<file path="config.mk">
export PLATFORM = sky130hd
export DESIGN_NAME = dist_ctrl_regs
export DESIGN_NICKNAME = d
export VERILOG_FILES = /design/src/rtl/dctl_pkg.sv /design/src/rtl/dctl_decode.sv /design/src/rtl/dctl_enable_fsm.sv /design/src/rtl/dctl_readmux.sv /design/src/rtl/dist_ctrl_regs.sv
export SDC_FILE = /design/constraint.sdc
export NUM_CORES = 1
export LEC_CHECK = 0
export CAP_MARGIN = 5
export CORE_MARGIN = 5
export CORE_UTILIZATION = 22
export CTS_CLUSTER_DIAMETER = 40
export DETAILED_ROUTE_END_ITERATION = 7
export PLACE_DENSITY_LB_ADDON = 0.08
export REMOVE_ABC_BUFFERS = 1
export SLEW_MARGIN = 20
export SYNTH_ARGS = -nofsm -noshare
export SYNTH_HDL_FRONTEND = slang
export SYNTH_HIERARCHICAL = 1
export SYNTH_SLANG_ARGS = --single-unit
</file>
<file path="constraint.sdc">
create_clock -name clk -period 1.2 [get_ports clk]
set_clock_uncertainty 0.05 [all_clocks]
set_input_delay 0.24 -clock clk [delete_from_list [all_inputs] [get_ports clk]]
set_output_delay 0.24 -clock clk [all_outputs]
set_load 0.01 [all_outputs]
</file>
<file path="src/rtl/dctl_pkg.sv">
package dctl_pkg;

    localparam int DATA_W = 32;

    typedef enum logic [1:0] {
        SEL_CTRL  = 2'd0,
        SEL_TYPE  = 2'd1,
        SEL_IDENT = 2'd2,
        SEL_NONE  = 2'd3
    } reg_sel_e;

    typedef enum logic {
        EN_OFF = 1'b0,
        EN_ON  = 1'b1
    } en_state_e;

    typedef struct packed {
        logic     rd_req;
        logic     ctrl_wr;
        reg_sel_e sel;
    } req_dec_t;

endpackage

</file>
<file path="src/rtl/dctl_decode.sv">
module dctl_decode
    import dctl_pkg::*;
(
    input  logic       req_valid,
    input  logic       req_write,
    input  logic [1:0] word_sel,
    output req_dec_t   dec
);

    reg_sel_e sel;

    always_comb begin
        unique case (word_sel)
            2'd0:    sel = SEL_CTRL;
            2'd1:    sel = SEL_TYPE;
            2'd2:    sel = SEL_IDENT;
            default: sel = SEL_NONE;
        endcase
    end

    always_comb begin
        dec.sel     = sel;
        dec.rd_req  = req_valid && !req_write;
        dec.ctrl_wr = req_valid && req_write && (sel == SEL_CTRL);
    end

endmodule

</file>
<file path="src/rtl/dctl_enable_fsm.sv">
module dctl_enable_fsm
    import dctl_pkg::*;
(
    input  logic clk,
    input  logic rst,
    input  logic ctrl_wr,
    input  logic wr_bit,
    output logic en_on,
    output logic wake
);

    en_state_e state_q, state_d;
    logic      arm;

    // Transition selection: ARM, DISARM, HOLD_OFF, HOLD_ON
    always_comb begin
        state_d = state_q;
        arm     = 1'b0;
        unique case (state_q)
            EN_OFF: begin
                if (ctrl_wr && wr_bit) begin
                    state_d = EN_ON;   // ARM
                    arm     = 1'b1;
                end
            end
            EN_ON: begin
                if (ctrl_wr && !wr_bit) begin
                    state_d = EN_OFF;  // DISARM
                end
            end
            default: state_d = EN_OFF;
        endcase
    end

    // State register
    always_ff @(posedge clk) begin
        if (rst) state_q <= EN_OFF;
        else     state_q <= state_d;
    end

    // Output register: wake is high only in the cycle after ARM
    always_ff @(posedge clk) begin
        if (rst) wake <= 1'b0;
        else     wake <= arm;
    end

    assign en_on = (state_q == EN_ON);

endmodule

</file>
<file path="src/rtl/dctl_readmux.sv">
module dctl_readmux
    import dctl_pkg::*;
#(
    parameter int NUM_LINES    = 96,
    parameter int NUM_CPUS     = 4,
    parameter int PRODUCT_CODE = 8'h4B,
    parameter int IMPL_CODE    = 12'h43B
) (
    input  logic              clk,
    input  logic              rst,
    input  req_dec_t          dec,
    input  logic              en_on,
    output logic              rsp_valid,
    output logic [DATA_W-1:0] rsp_rdata
);

    localparam logic [4:0] LINE_FIELD = 5'(NUM_LINES / 32 - 1);
    localparam logic [2:0] CPU_FIELD  = 3'(NUM_CPUS - 1);
    localparam logic [DATA_W-1:0] TYPE_WORD  = {24'd0, CPU_FIELD, LINE_FIELD};
    localparam logic [DATA_W-1:0] IDENT_WORD = {8'(PRODUCT_CODE), 12'd0, 12'(IMPL_CODE)};

    logic [DATA_W-1:0] word;

    always_comb begin
        unique case (dec.sel)
            SEL_CTRL:  word = {31'd0, en_on};
            SEL_TYPE:  word = TYPE_WORD;
            SEL_IDENT: word = IDENT_WORD;
            default:   word = '0;
        endcase
    end

    always_ff @(posedge clk) begin
        if (rst) begin
            rsp_valid <= 1'b0;
            rsp_rdata <= '0;
        end else begin
            rsp_valid <= dec.rd_req;
            rsp_rdata <= dec.rd_req ? word : '0;
        end
    end

endmodule

</file>
<file path="src/rtl/dist_ctrl_regs.sv">
module dist_ctrl_regs
    import dctl_pkg::*;
#(
    parameter int ADDR_W       = 12,
    parameter int NUM_LINES    = 96,
    parameter int NUM_CPUS     = 4,
    parameter int PRODUCT_CODE = 8'h4B,
    parameter int IMPL_CODE    = 12'h43B
) (
    input  logic              clk,
    input  logic              rst,
    input  logic              req_valid,
    input  logic              req_write,
    input  logic [ADDR_W-1:0] req_addr,
    input  logic [31:0]       req_wdata,
    output logic              rsp_valid,
    output logic [31:0]       rsp_rdata,
    output logic [NUM_CPUS-1:0] cpu_wake
);

    req_dec_t dec;
    logic     en_on;
    logic     wake;
    logic     unused_bits;

    assign unused_bits = ^{req_addr[ADDR_W-1:4], req_addr[1:0], req_wdata[31:1]};

    dctl_decode u_dec (
        .req_valid (req_valid),
        .req_write (req_write),
        .word_sel  (req_addr[3:2]),
        .dec       (dec)
    );

    dctl_enable_fsm u_fsm (
        .clk     (clk),
        .rst     (rst),
        .ctrl_wr (dec.ctrl_wr),
        .wr_bit  (req_wdata[0]),
        .en_on   (en_on),
        .wake    (wake)
    );

    dctl_readmux #(
        .NUM_LINES    (NUM_LINES),
        .NUM_CPUS     (NUM_CPUS),
        .PRODUCT_CODE (PRODUCT_CODE),
        .IMPL_CODE    (IMPL_CODE)
    ) u_rd (
        .clk       (clk),
        .rst       (rst),
        .dec       (dec),
        .en_on     (en_on),
        .rsp_valid (rsp_valid),
        .rsp_rdata (rsp_rdata)
    );

    for (genvar c = 0; c < NUM_CPUS; c++) begin : g_wake
        assign cpu_wake[c] = wake;
    end

endmodule

</file>
==> results.md <==
- Ports: between 80 and 90
- Max Fclk: 0.855 GHz
- Finished Layout Cells: just over 100
- Fin. Hold Viols: 0
- RSZ-0062 raised after global routing: yes
- Synth Area per Inst: 9.20 sq um
- Endpoints failing setup: 0
- Fin. max-slew vios: 0
- Largest net degree at the start of global routing: 8
- Clock tree buffer depth: 2
- Post-synthesis simple-gate area fraction: ~16%
- Most common cell after layout, fill and taps aside: conb_1
- Initial Utilization: a little under a quarter
- Most frequent cells in the layout: conb_1, dlygate4sd2_1, dfxtp_1, clkdlybuf4s50_1
- Vias: 321
- YS warnings: 6
- Global-route wire length before repair: between 1000 and 1500 um
- Worst Setup End Kind: primary output
- Core area: about 0.0024 sq mm
- Placed Instances: between 90 and 100
- Worst path bufs/invs: 1
- Yosys reg bits: 7
- Outcome: completed
- WL final: 847 um
- Routability cong.: ~0.60
- Die H: 59.7 um
- CTS H-Tree Depth: 1
- Layout cells sized above 1: between 15 and 20%
- Filler Cells Inserted: between 200 and 300
- Hold Startpoint: req_addr[2]
- Clock-pin slew on the worst setup and hold paths: around 50 ps
- Global route overflow: 0
- Ant. Diodes: 0
- Library cells used by synthesis: 16
- Worst Path Max Fanout: 7
- Clock Tree Root: clkbuf_4
- CTS tree: yes
- Worst Path Arrival: just under 900 ps
- Vias in the first global route: around 260
- VDD IR max: about 230 uV
- Crit Path Class: reg -> out
- Worst path max stage delay: between 300 and 400 ps
- Initial antenna violation count: 0
- Row count: 18
- Total track usage: under 10%
- Final net count: roughly 120
- Tightest Hold Check Type: in -> reg
- Synth-to-layout area growth: 19.1%
- CP startpoint kind: flip-flop
- Total clock sinks: 7
- Tcrit/Tclk final: between 90% and 100%
- XOR/XNOR Fraction of Synth Area: 0%
- Multiplexer share of the synthesized area: under 10%
- Routed Antenna Nets: 0
- Worst path top cell family by delay: flip-flops
- 1st-iter DRT viols: 6
- Hold Path Stages: 3
- Die X-Extent: ~60 um
- Fin crit period: between 1000 and 1500 ps
- Avg Vias per Cell: roughly 3.1
- Clock Latency Late Sink: between 200 and 250 ps
- WHS: approximately 320 ps
- Wire per inst: 8.30 um
- Worst reg-to-reg setup slack: ~500 ps
- CTS Hold Buffers Added: 0
- Multi-input gate area: between 200 and 250 sq um
- Compound-Gate Fraction of Synth Area: ~2.1%
- Reg2reg end: u_rd/rsp_rdata[0]
- Max-cap violation count: 0
- Die ar.: 0.00356 sq mm
- IO buf count: 22
- Adder-cell share of the synthesized area: 6.91%
- Synthesized area: about 540 sq um
- Cell count after synthesis: between 50 and 60
- Final core utilization: about 27%
- P_leak: about 0.37 nW
- Crit-path cells: dlygate4sd2_1
- Initial DRT Pass Iterations: 4
- Post-synthesis sequential area ratio: about 26%
- Critical path required time: 910 ps
- Worst path slowest cell: dfxtp_2
- Reg2Reg Depth: 2
- TritonCTS Buffers: 3
- Register Area: roughly 140 sq um
- Hold endpoint: u_rd/rsp_rdata[0]
- Pwr dens: ~840 mW/mm^2
- Main combinational cell family by area after synthesis: buffers and inverters
- DRC viols: 0
-- area by class of cell --
type,count,area share [%]
Clock buffer,4,4.06
Inverter,2,1.16
Multi-Input combinational cell,36,34.4
Sequential cell,7,21.9
Tap cell,30,5.80
Timing Repair Buffer,23,32.7
-- Yosys cell counts, drive strengths merged --
| master | n | share of area [%] |
|---|---|---|
| buf | 32 | 44 |
| dfxtp | 7 | 26 |
| and2 | 3 | 4.1 |
| ha | 3 | 6.9 |
| and4bb | 2 | 4.6 |
| clkbuf | 2 | 1.4 |
| inv | 2 | 1.4 |
| nor2b | 2 | 3.7 |
| a21boi | 1 | 2.1 |
| conb | 1 | 0.69 |
| mux2i | 1 | 1.8 |
| nand2b | 1 | 1.2 |
| nand3b | 1 | 1.4 |
| nor2 | 1 | 0.69 |
-- power breakdown --
group          total, mW  leakage, nW  switching (mW)  internal (mW)
sequential         0.240       0.0573         0.00218          0.238
combinational     0.0933        0.300          0.0552         0.0381
clock              0.209       0.0150          0.0827          0.127
total              0.543        0.372           0.140          0.403
-- routing by layer --
layer  track usage (%)  part of all wire (%)  wire (um)
met3              2.59                    24        200
met4              5.70                   2.8         24
met2              6.33                    43        365
met1              3.90                    30        256
met5                 0                     0          0
-- worst max path at each step --
stage                             from            end  slack, ps  cells after the start
floorplan           u_rd/rsp_rdata[27]  rsp_rdata[10]        190                      0
global route        u_rd/rsp_rdata[27]   rsp_rdata[3]        -20                      1
detailed placement         req_addr[3]      flip-flop       -280                      4
CTS                 u_rd/rsp_rdata[27]  rsp_rdata[24]         10                      1
global placement           req_addr[3]      flip-flop       -260                      4
finish              u_rd/rsp_rdata[27]  rsp_rdata[10]         30                      1
-- per-stage QoR --
stage | setup WS (ps) | power (mW) | TNS [ps] | area (sq um)
2_1_floorplan | 194 | 0.297 | 0 | 370
3_3_place_gp | -264 | 0.347 | -1640 | 636
3_5_place_dp | -276 | 0.346 | -1750 | 636
4_1_cts | 13.5 | 0.554 | 0 | 642
5_1_grt | -17.3 | 0.580 | -128 | 647
6_report | 30.1 | 0.543 | 0 | 647
-- timing repair --
| item | 4_1_cts | 5_1_grt |
|---|---|---|
| hold endpoints to repair | 0 | 0 |
| setup buffers | 0 | 0 |
| gates resized for setup | 18 | 3 |
| pin swaps | 1 | 1 |
| endpoints found under the setup margin | 18 | 13 |
-- cell families after synthesis --
group	count (synthesis)
AOI/OAI and AO/OA	1
buffers and inverters	36
muxes	1
and+or+nand+nor	10
other	1
DFF	7
adders and majority gates	3
Note: power is estimated with default switching activity, not from simulation.
